$ cat src/rtl/oled_seq_pkg.sv
package oled_seq_pkg;

  localparam int INIT_LEN = 25;

  typedef enum logic [1:0] {SQ_IDLE, SQ_RESET, SQ_INIT, SQ_RUN} seq_state_t;
  typedef enum logic [1:0] {WB_IDLE, WB_SETUP, WB_PULSE, WB_HOLD} wb_state_t;

  localparam logic [7:0] CMD_OFF      = 8'hAE;
  localparam logic [7:0] CMD_ON       = 8'hAF;
  localparam logic [7:0] CMD_CONTRAST = 8'h81;

  // Power-up command list; height and rotation change five positions
  function automatic logic [7:0] init_byte(input logic [4:0] idx,
                                           input logic tall, input logic rot);
    logic [7:0] b;
    case (idx)
      5'd0:  b = CMD_OFF;
      5'd1:  b = 8'hD5;
      5'd2:  b = 8'h80;
      5'd3:  b = 8'hA8;
      5'd4:  b = tall ? 8'h3F : 8'h1F;
      5'd5:  b = 8'hD3;
      5'd6:  b = 8'h00;
      5'd7:  b = 8'h40;
      5'd8:  b = 8'h8D;
      5'd9:  b = 8'h14;
      5'd10: b = 8'h20;
      5'd11: b = 8'h01;
      5'd12: b = rot ? 8'hA0 : 8'hA1;
      5'd13: b = rot ? 8'hC8 : 8'hC0;
      5'd14: b = 8'hDA;
      5'd15: b = tall ? 8'h12 : 8'h02;
      5'd16: b = 8'hD9;
      5'd17: b = 8'hF1;
      5'd18: b = 8'hDB;
      5'd19: b = 8'h40;
      5'd20: b = CMD_CONTRAST;
      5'd21: b = tall ? 8'hCF : 8'h8F;
      5'd22: b = 8'hA4;
      5'd23: b = 8'hA6;
      default: b = CMD_ON;
    endcase
    return b;
  endfunction

endpackage

$ cat src/rtl/oled_bus_writer.sv
module oled_bus_writer #(
  parameter int PULSE_CYC = 2,
  parameter int DATA_W    = 8
) (
  input  logic              clk,
  input  logic              rst_n,
  input  logic              start_i,
  input  logic [DATA_W-1:0] byte_i,
  output logic              idle_o,
  output logic [DATA_W-1:0] data_o,
  output logic              wr_o,
  output logic              dc_o
);
  import oled_seq_pkg::*;

  localparam int CNT_W = $clog2(PULSE_CYC + 1);

  wb_state_t        st;
  logic [CNT_W-1:0] cnt;

  always_ff @(posedge clk or negedge rst_n) begin
    if (!rst_n) begin
      st     <= WB_IDLE;
      cnt    <= '0;
      data_o <= '0;
    end else begin
      case (st)
        WB_IDLE: if (start_i) begin
          data_o <= byte_i;
          st     <= WB_SETUP;
        end
        WB_SETUP: begin
          cnt <= '0;
          st  <= WB_PULSE;
        end
        WB_PULSE: begin
          if (cnt == CNT_W'(PULSE_CYC - 1)) st <= WB_HOLD;
          else cnt <= cnt + 1'b1;
        end
        default: st <= WB_IDLE;
      endcase
    end
  end

  assign idle_o = (st == WB_IDLE);
  assign wr_o   = (st == WB_PULSE);
  assign dc_o   = (st == WB_IDLE);


  setup_before_strobe_chk: assert property (@(posedge clk) disable iff (!rst_n)
    $rose(wr_o) |-> $past(!dc_o));

  hold_after_strobe_chk: assert property (@(posedge clk) disable iff (!rst_n)
    $fell(wr_o) |-> (!dc_o && $stable(data_o)));

endmodule

$ cat src/rtl/oled_req_slot.sv
module oled_req_slot #(
  parameter int VAL_W = 8
) (
  input  logic             clk,
  input  logic             rst_n,
  input  logic             in_valid,
  output logic             in_ready,
  input  logic [1:0]       in_kind,
  input  logic [VAL_W-1:0] in_val,
  input  logic             pop_i,
  output logic             full_o,
  output logic [1:0]       kind_o,
  output logic [VAL_W-1:0] val_o
);

  always_ff @(posedge clk or negedge rst_n) begin
    if (!rst_n) begin
      full_o <= 1'b0;
      kind_o <= '0;
      val_o  <= '0;
    end else if (pop_i) begin
      full_o <= 1'b0;
    end else if (in_valid && !full_o) begin
      full_o <= 1'b1;
      kind_o <= in_kind;
      val_o  <= in_val;
    end
  end

  assign in_ready = !full_o;


  slot_closes_chk: assert property (@(posedge clk) disable iff (!rst_n)
    (in_valid && in_ready) |=> !in_ready);

endmodule

$ cat src/rtl/oled_cmd_seq.sv
module oled_cmd_seq #(
  parameter int RST_CYCLES = 4
) (
  input  logic       clk,
  input  logic       rst_n,
  input  logic       start_i,
  input  logic       tall_i,
  input  logic       rot_i,
  input  logic       wr_idle_i,
  output logic       issue_o,
  output logic [7:0] byte_o,
  input  logic       slot_full_i,
  input  logic [1:0] slot_kind_i,
  input  logic [7:0] slot_val_i,
  output logic       pop_o,
  output logic       panel_rst_n_o,
  output logic       done_o,
  output logic       active_o
);
  import oled_seq_pkg::*;

  localparam int RC_W  = $clog2(RST_CYCLES + 1);
  localparam int IDX_W = $clog2(INIT_LEN + 1);

  seq_state_t       st;
  logic [RC_W-1:0]  rst_cnt;
  logic [IDX_W-1:0] idx;
  logic             tall_q, rot_q, second_q;

  always_comb begin
    issue_o = 1'b0;
    byte_o  = '0;
    pop_o   = 1'b0;
    if (st == SQ_INIT && wr_idle_i && idx < IDX_W'(INIT_LEN)) begin
      issue_o = 1'b1;
      byte_o  = init_byte(5'(idx), tall_q, rot_q);
    end else if (st == SQ_RUN && wr_idle_i && slot_full_i) begin
      issue_o = 1'b1;
      if (slot_kind_i[1]) begin
        byte_o = second_q ? slot_val_i : CMD_CONTRAST;
        pop_o  = second_q;
      end else begin
        byte_o = slot_kind_i[0] ? CMD_ON : CMD_OFF;
        pop_o  = 1'b1;
      end
    end
  end

  always_ff @(posedge clk or negedge rst_n) begin
    if (!rst_n) begin
      st       <= SQ_IDLE;
      rst_cnt  <= '0;
      idx      <= '0;
      tall_q   <= 1'b0;
      rot_q    <= 1'b0;
      second_q <= 1'b0;
    end else begin
      case (st)
        SQ_IDLE: if (start_i) begin
          st      <= SQ_RESET;
          rst_cnt <= '0;
          idx     <= '0;
          tall_q  <= tall_i;
          rot_q   <= rot_i;
        end
        SQ_RESET: begin
          if (rst_cnt == RC_W'(RST_CYCLES - 1)) st <= SQ_INIT;
          else rst_cnt <= rst_cnt + 1'b1;
        end
        SQ_INIT: begin
          if (issue_o) idx <= idx + 1'b1;
          else if (idx == IDX_W'(INIT_LEN) && wr_idle_i) st <= SQ_RUN;
        end
        default: if (issue_o && slot_kind_i[1]) second_q <= !second_q;
      endcase
    end
  end

  assign panel_rst_n_o = (st != SQ_RESET);
  assign done_o        = (st == SQ_RUN);
  assign active_o      = (st == SQ_RESET) || (st == SQ_INIT);


  quiet_in_reset_chk: assert property (@(posedge clk) disable iff (!rst_n)
    !panel_rst_n_o |-> wr_idle_i);

  done_sticky_chk: assert property (@(posedge clk) disable iff (!rst_n)
    done_o |=> done_o);

  queue_hold_chk: assert property (@(posedge clk) disable iff (!rst_n)
    !done_o |-> !pop_o);

endmodule

$ cat src/rtl/oled_init_seq.sv
module oled_init_seq #(
  parameter int RST_CYCLES = 4,
  parameter int WR_PULSE   = 2
) (
  input  logic       clk,
  input  logic       rst_n,
  input  logic       start,
  input  logic       rows64,
  input  logic       rot180,
  input  logic       req_valid,
  output logic       req_ready,
  input  logic [1:0] req_kind,
  input  logic [7:0] req_value,
  output logic [7:0] bus_data,
  output logic       bus_wr,
  output logic       bus_dc,
  output logic       bus_rd,
  output logic       panel_rst_n,
  output logic       busy,
  output logic       done
);

  logic       wr_idle, issue, slot_full, pop, active;
  logic [7:0] issue_byte, slot_val;
  logic [1:0] slot_kind;

  oled_req_slot #(.VAL_W(8)) u_slot (
    .clk(clk), .rst_n(rst_n),
    .in_valid(req_valid), .in_ready(req_ready),
    .in_kind(req_kind), .in_val(req_value),
    .pop_i(pop), .full_o(slot_full), .kind_o(slot_kind), .val_o(slot_val)
  );

  oled_cmd_seq #(.RST_CYCLES(RST_CYCLES)) u_seq (
    .clk(clk), .rst_n(rst_n), .start_i(start),
    .tall_i(rows64), .rot_i(rot180), .wr_idle_i(wr_idle),
    .issue_o(issue), .byte_o(issue_byte),
    .slot_full_i(slot_full), .slot_kind_i(slot_kind), .slot_val_i(slot_val),
    .pop_o(pop), .panel_rst_n_o(panel_rst_n), .done_o(done), .active_o(active)
  );

  oled_bus_writer #(.PULSE_CYC(WR_PULSE), .DATA_W(8)) u_wr (
    .clk(clk), .rst_n(rst_n), .start_i(issue), .byte_i(issue_byte),
    .idle_o(wr_idle), .data_o(bus_data), .wr_o(bus_wr), .dc_o(bus_dc)
  );

  assign bus_rd = 1'b1;
  assign busy   = active || !wr_idle || slot_full;

endmodule

$ cat config.mk
export PLATFORM = sky130hd
export DESIGN_NAME = oled_init_seq
export DESIGN_NICKNAME = d
export VERILOG_FILES = /design/src/rtl/oled_seq_pkg.sv /design/src/rtl/oled_bus_writer.sv /design/src/rtl/oled_req_slot.sv /design/src/rtl/oled_cmd_seq.sv /design/src/rtl/oled_init_seq.sv
export SDC_FILE = /design/constraint.sdc
export NUM_CORES = 1
export LEC_CHECK = 0
export CAP_MARGIN = 20
export CORE_ASPECT_RATIO = 0.8
export CORE_MARGIN = 2
export CORE_UTILIZATION = 45
export CTS_CLUSTER_DIAMETER = 120
export DETAILED_ROUTE_END_ITERATION = 10
export PLACE_DENSITY = 0.72
export SLEW_MARGIN = 20
export SYNTH_ARGS = -nofsm -noshare
export SYNTH_HDL_FRONTEND = slang
export SYNTH_SLANG_ARGS = --single-unit
$ cat constraint.sdc
create_clock -name clk -period 2.1 [get_ports clk]
set_clock_uncertainty 0.15 [all_clocks]
set_input_delay 0.315 -clock clk [delete_from_list [all_inputs] [get_ports clk]]
set_output_delay 0.315 -clock clk [all_outputs]
set_load 0.01 [all_outputs]
Yosys cells after proc, flatten, opt, wreduce, memory -nomap -nowiden --
Cells that the tools add are included.
Word-level totals: register bits 36, input port bits 16, output and inout port bits 15, logic and storage cells 125
Operators by class: add/subtract/negate cells 3, magnitude comparators 1, equality and inequality tests 41, multiplexer cells 34, bitwise logic cells 2, reductions and logical operators 32
Operators by type and width (count):
- 8-bit case mux with 23 select lines | 1
- 5-bit == test (second input constant) | 9
- 5-bit by 4-bit == test with 1-bit output (second input constant) | 8
- 8-bit two-way mux | 4
- 5-bit by 3-bit == test with 1-bit output (second input constant) | 4
- 5-bit two-way mux | 3
- 2-bit two-way mux | 7
- 2-bit inequality test (second input constant) | 6
- 2-bit case mux with 3 select lines | 2
- 2-bit AND reduction | 6
- 5-bit by 2-bit == test with 1-bit output (second input constant) | 2
- 5-bit case mux with 2 select lines | 1
- 1-bit two-way mux | 9
- 2-bit by 1-bit inequality test with 1-bit output (second input constant) | 4
- 2-bit nonzero test | 4
- 1-bit logical AND | 7
- 7-bit two-way mux | 1
- 2-bit by 1-bit == test with 1-bit output (second input constant) | 3
- 2-bit == test (second input constant) | 3
- 3-bit two-way mux | 2
- 6-bit two-way mux | 1
- 3-bit case mux with 2 select lines | 1
- 3-bit AND reduction | 2
- 5-bit by 1-bit adder with 5-bit output (second input constant) | 1
- other kinds (16) | 22

Logic depth before layout (Yosys ltp) --
depth in word-level cells 7, depth in mapped cells 8, depth with buffers taken out 7

By module --
Synthesis repeated with hierarchy kept, for this count alone.
Second synthesis, totals: cells, all modules 299, area, all modules 2676.3 um2
Modules (own cells, without submodules):
- oled_cmd_seq | instances 1, cells an instance 227, area each 1641.6 um2
- oled_bus_writer | instances 1, cells an instance 43, area each 591.8 um2
- oled_req_slot | instances 1, cells an instance 26, area each 422.9 um2
- oled_init_seq | instances 1, cells an instance 3, area each 20.0 um2

Least setup slack after synthesis --
Ideal clock, no wire load.
kind flip-flop to flip-flop, start reg u_wr.st[0], end reg u_seq.st[1], setup time 0.127 ns, arrival 1.764 ns, required time 1.823 ns, slack 0.058 ns, cell stages (with the launch flop) 9, buffers on the path 1, cells stage by stage dfrtp_1 -> inv_1 -> ha_1 -> clkbuf_2 -> nand2_1 -> or2_0 -> nand4_1 -> a211o_1 -> mux2_1
On the way: word-level cells in the longest chain between the ends 7
RTL lines:
- from (decl) | RTL line oled_bus_writer.sv:18 | wb_state_t st;
- from (signal assigned) | RTL line oled_bus_writer.sv:23 | st <= WB_IDLE;
- from (signal assigned) | RTL line oled_bus_writer.sv:30 | st <= WB_SETUP;
- from (signal assigned) | RTL line oled_bus_writer.sv:34 | st <= WB_PULSE;
- 2-bit zero test *
- net bus_dc | RTL line oled_init_seq.sv:16 | output logic bus_dc,
- 1-bit logical AND (2 in a row) | RTL line oled_cmd_seq.sv:37 | end else if (st == SQ_RUN && wr_idle_i && slot_full_i) begin
- 1-bit two-way mux | RTL line oled_cmd_seq.sv:37
- 1-bit two-way mux | RTL line oled_cmd_seq.sv:34 | if (st == SQ_INIT && wr_idle_i && idx < IDX_W'(INIT_LEN)) begin
- 2-bit inequality test (no line)
- 5-bit AND reduction (no line) *
- to (signal assigned) | RTL line oled_cmd_seq.sv:51 | st <= SQ_IDLE;
- to (signal assigned) | RTL line oled_cmd_seq.sv:60 | st <= SQ_RESET;
- to (signal assigned) | RTL line oled_cmd_seq.sv:67 | if (rst_cnt == RC_W'(RST_CYCLES - 1)) st <= SQ_INIT;
- to (decl) | RTL line oled_cmd_seq.sv:25 | seq_state_t st;
Mark *: on every way through the listed nets, which the timed path passes. The rest lies on a longest branch. A chain may end at the register's enable or synchronous reset.

Worst setup path in the final report --
start reg u_seq.idx[1], end reg u_seq.st[1]
On the way: word-level cells in the longest chain between the ends 5
RTL lines:
- from (decl) | RTL line oled_cmd_seq.sv:27 | logic [IDX_W-1:0] idx;
- from (signal assigned) | RTL line oled_cmd_seq.sv:71 | if (issue_o) idx <= idx + 1'b1;
- 5-bit < comparator | RTL line oled_cmd_seq.sv:34
- 1-bit logical AND | RTL line oled_cmd_seq.sv:34
- 1-bit two-way mux | RTL line oled_cmd_seq.sv:34
- 2-bit inequality test (no line)
- 5-bit AND reduction (no line) *
Every way passes the cells marked *; elsewhere a longest branch is shown, timed or not.

==> out/metrics.cfg <==
[cells_and_area]
syn_to_final_growth_pct = 25.2
multi_input_area_um2 = 1400
regArea_um2 = 903
drive_gt1_share_pct = 18.9
fill_cells = 455
antenna_cells = 0
fin_nets = 349

[power]
seq_power_share_pct = 40.3
p_sw_share_pct = 35.5
power.internal_uw = 1780
power_frac_comb_pct = 41.7
vdd_drop_max_v = 0.000923
clkPwrFrac_pct = 17.9
leakagePower_uw = 0.00124
p_per_area_nw_per_um2 = 916
switchingPower_uw = 980

[synth]
synth_cell_types = 52
muxShareOfSynthArea_pct = 8.62
synth_top_area_share_pct = 37.4
synthFlopType = dfrtp_1
synthXorXnorAreaFrac_pct = 0.727
netlist_instances = 274
synthArstFlopShare_pct = 100
synthAdderAreaFrac_pct = 8.31
synth_edf_count = 0
synth-compound-area-share_pct = 20.9
ys_seq_elements = 36
syn-num-nets = 306
synth_area_leaders = dfrtp_1 (37%), ha_1 (8.3%), mux2_2 (5.6%)
avgSynthCellArea_um2 = 8.79
synth_commonest_cells = dfrtp_1 (36), nand2_1 (23), o21ai_0 (22)
synth_top_family_by_area = compound AO/OA/AOI/OAI gates
synthSimpleGateAreaFrac_pct = 17.9
synthMostInstantiatedCell = dfrtp_1
synth_area_leader_cell = dfrtp_1
syn_area_um2 = 2410
yosysWarnings = 0
synth-seq-area-share_pct = 37.4

[routing]
vias = 2206
drt_pass1_iterations = 8
drc = 3
postRouteAntennaNets = 0
finalWirelength_um = 5690
wire_per_inst_um = 15.0
drt-initial-drc-count = 145
drt-vias-per-instance = 5.82

[global_routing]
grt_pass1_vias = 2084
grt.total_usage_pct = 20.1
grt_first_pass_wirelength_um = 9550
antenna_found_initial = 0
grt_max_degree = 37
grt-ovfl-total = 0

[timing]
tns_ns = 0
fmax_mhz = 495
rsz0062_at_grt = false
finalSetupViolCount = 0
fin_crit_ns = 2.02
holdWs_ns = 0.284
slew_viol_final = 0
finalCritPeriodShare_pct = 96.3
hold_viol_final = 0

[floorplanning]
num_rows = 23
fp.dieW_um = 85.8
die-height_um = 69.4
pin_count = 31
initial_utilization_pct = 47.3
die_area_um2 = 5960
core_um2 = 5090

[cts]
clock_latency_ns = 0.30
htreeDepth = 2
cts_buffers = 5
clockBufferDepth = 2
hold_buffers = 0
clk_transition_reported_paths_ns = 0.08
cts_tree = done
cts-root-buf = clkbuf_8
cts.sinks = 36

[placement]
io_buffers = 29
gp_congestion = 0.914
dpl.hpwl_um = 4140

[outcome]
violations = design-rule violations
run_status = finished with violations

[setup_path]
crit_path_start_kind = flip-flop
cp.arrival_ns = 2.06
endpoint_kind = flip-flop
required_ns = 2.14
reg2reg_depth = 6
reg2reg_from = u_seq.idx[1]
path_class = flip-flop to flip-flop
rrSetupSlack_ns = 0.08
cp_max_fo = 7
r2r_end = u_seq.st[1]

[flow_run]
max_cap_viol_count = 0

[hold_path]
min_path_type = primary input to async pin

==> layer usage <==
layer	up-vias	global-route usage [%]	part of all wire, %
met1	1046	27.8	46
met2	89	30.6	45
met5	-	0	0
met3	10	5.48	7.0
met4	0	6.35	1.7
li1	1061	-	-
==> cell type report <==
type,instances,area share (%)
multi-input combinational,204,46.4
clock inverter,2,0.415
timing repair buffer,54,16.3
inverter,16,1.99
tap,62,2.57
clock buffer,5,2.28
sequential,36,30.0
==> worst max-delay path, cell delays in order (launching register included) <==
cell and delay, ns:
dfrtp_2 0.45, inv_1 0.09, ha_2 0.22, nor2b_2 0.23, nand4_1 0.12, a211o_1 0.34
mux2_1 0.32
==> power by group through the flow <==
stage	clock, µW	combinational (µW)	sequential (µW)
6_report	495	1150	1110
5_1_grt	537	1290	1150
4_1_cts	503	1150	1110
3_5_place_dp	0	1110	1120
3_3_place_gp	0	1090	1110
2_1_floorplan	0	715	1070
==> worst max path at each step <==
stage	cells past startpoint	end	slack (ns)	startpoint
after floorplan	8	u_seq.st[1]	0.06	u_wr.st[0]
after global placement	6	u_seq.st[1]	0.12	u_seq.idx[1]
after detailed placement	6	u_seq.st[1]	0.02	u_seq.idx[1]
after CTS	6	u_seq.st[1]	0.01	u_seq.idx[1]
after global routing	6	u_seq.st[1]	0.006	u_seq.idx[1]
final	6	u_seq.st[1]	0.08	u_seq.idx[1]
==> layout by cell type (no fill, tap or decap), drive strengths merged, types with 3 or more instances in the layout <==
| cell | n |
|---|---|
| nand2b | 5 |
| mux2i | 5 |
| nand4 | 3 |
| o22ai | 3 |
| nand3 | 14 |
| nand2 | 23 |
| clkdlybuf4s50 | 25 |
| nor3 | 5 |
| o21ai | 23 |
| clkbuf | 5 |
| mux2 | 14 |
| a211oi | 4 |
| or3 | 4 |
| a21oi | 21 |
| nor2b | 10 |
| dfrtp | 36 |
| o211ai | 3 |
| ha | 16 |
| buf | 25 |
| inv | 16 |
| a31oi | 6 |
| nor2 | 19 |
==> state kept, by name, indices dropped and copies added, names as in the netlist <==
register,flops
u_seq.idx,5
u_seq.rot_q,1
u_seq.rst_cnt,3
u_seq.second_q,1
u_seq.st,2
u_seq.tall_q,1
u_slot.full_o,1
u_slot.kind_o,2
u_slot.val_o,8
u_wr.cnt,2
u_wr.data_o,8
u_wr.st,2
==> kinds of logic (layout without fill, tap and decap cells) <==
family                   count (synthesis)  after routing
other                                    1              1
multiplexers                            19             19
AO/OA/AOI/OAI                           78             78
adder cells (fa/ha/maj)                 16             16
buffers and inverters                   34             77
AND/OR/NAND/NOR                         88             88
flip-flops                              36             36
XOR/XNOR                                 2              2
==> metrics by stage <==
stage | std cells | instance area, µm² | worst slack [ns] | total power, µW | util, %
after CTS | 379 | 2990 | 0.0111 | 2760 | 58.7
after global routing | 379 | 3020 | 0.00632 | 2970 | 59.2
after floorplan | 274 | 2410 | 0.0584 | 1790 | -
after detailed placement | 369 | 2870 | 0.0229 | 2230 | 56.3
after global placement | 369 | 2870 | 0.118 | 2200 | 56.3
final | 379 | 3020 | 0.0782 | 2760 | 59.2
==> repair_timing <==
action / 4_1_cts / 5_1_grt
buffers inserted: 3 / 0
gates resized for setup: 8 / 9
endpoints found under the setup margin: 4 / 8
Note: power is estimated with default switching activity, not from simulation.
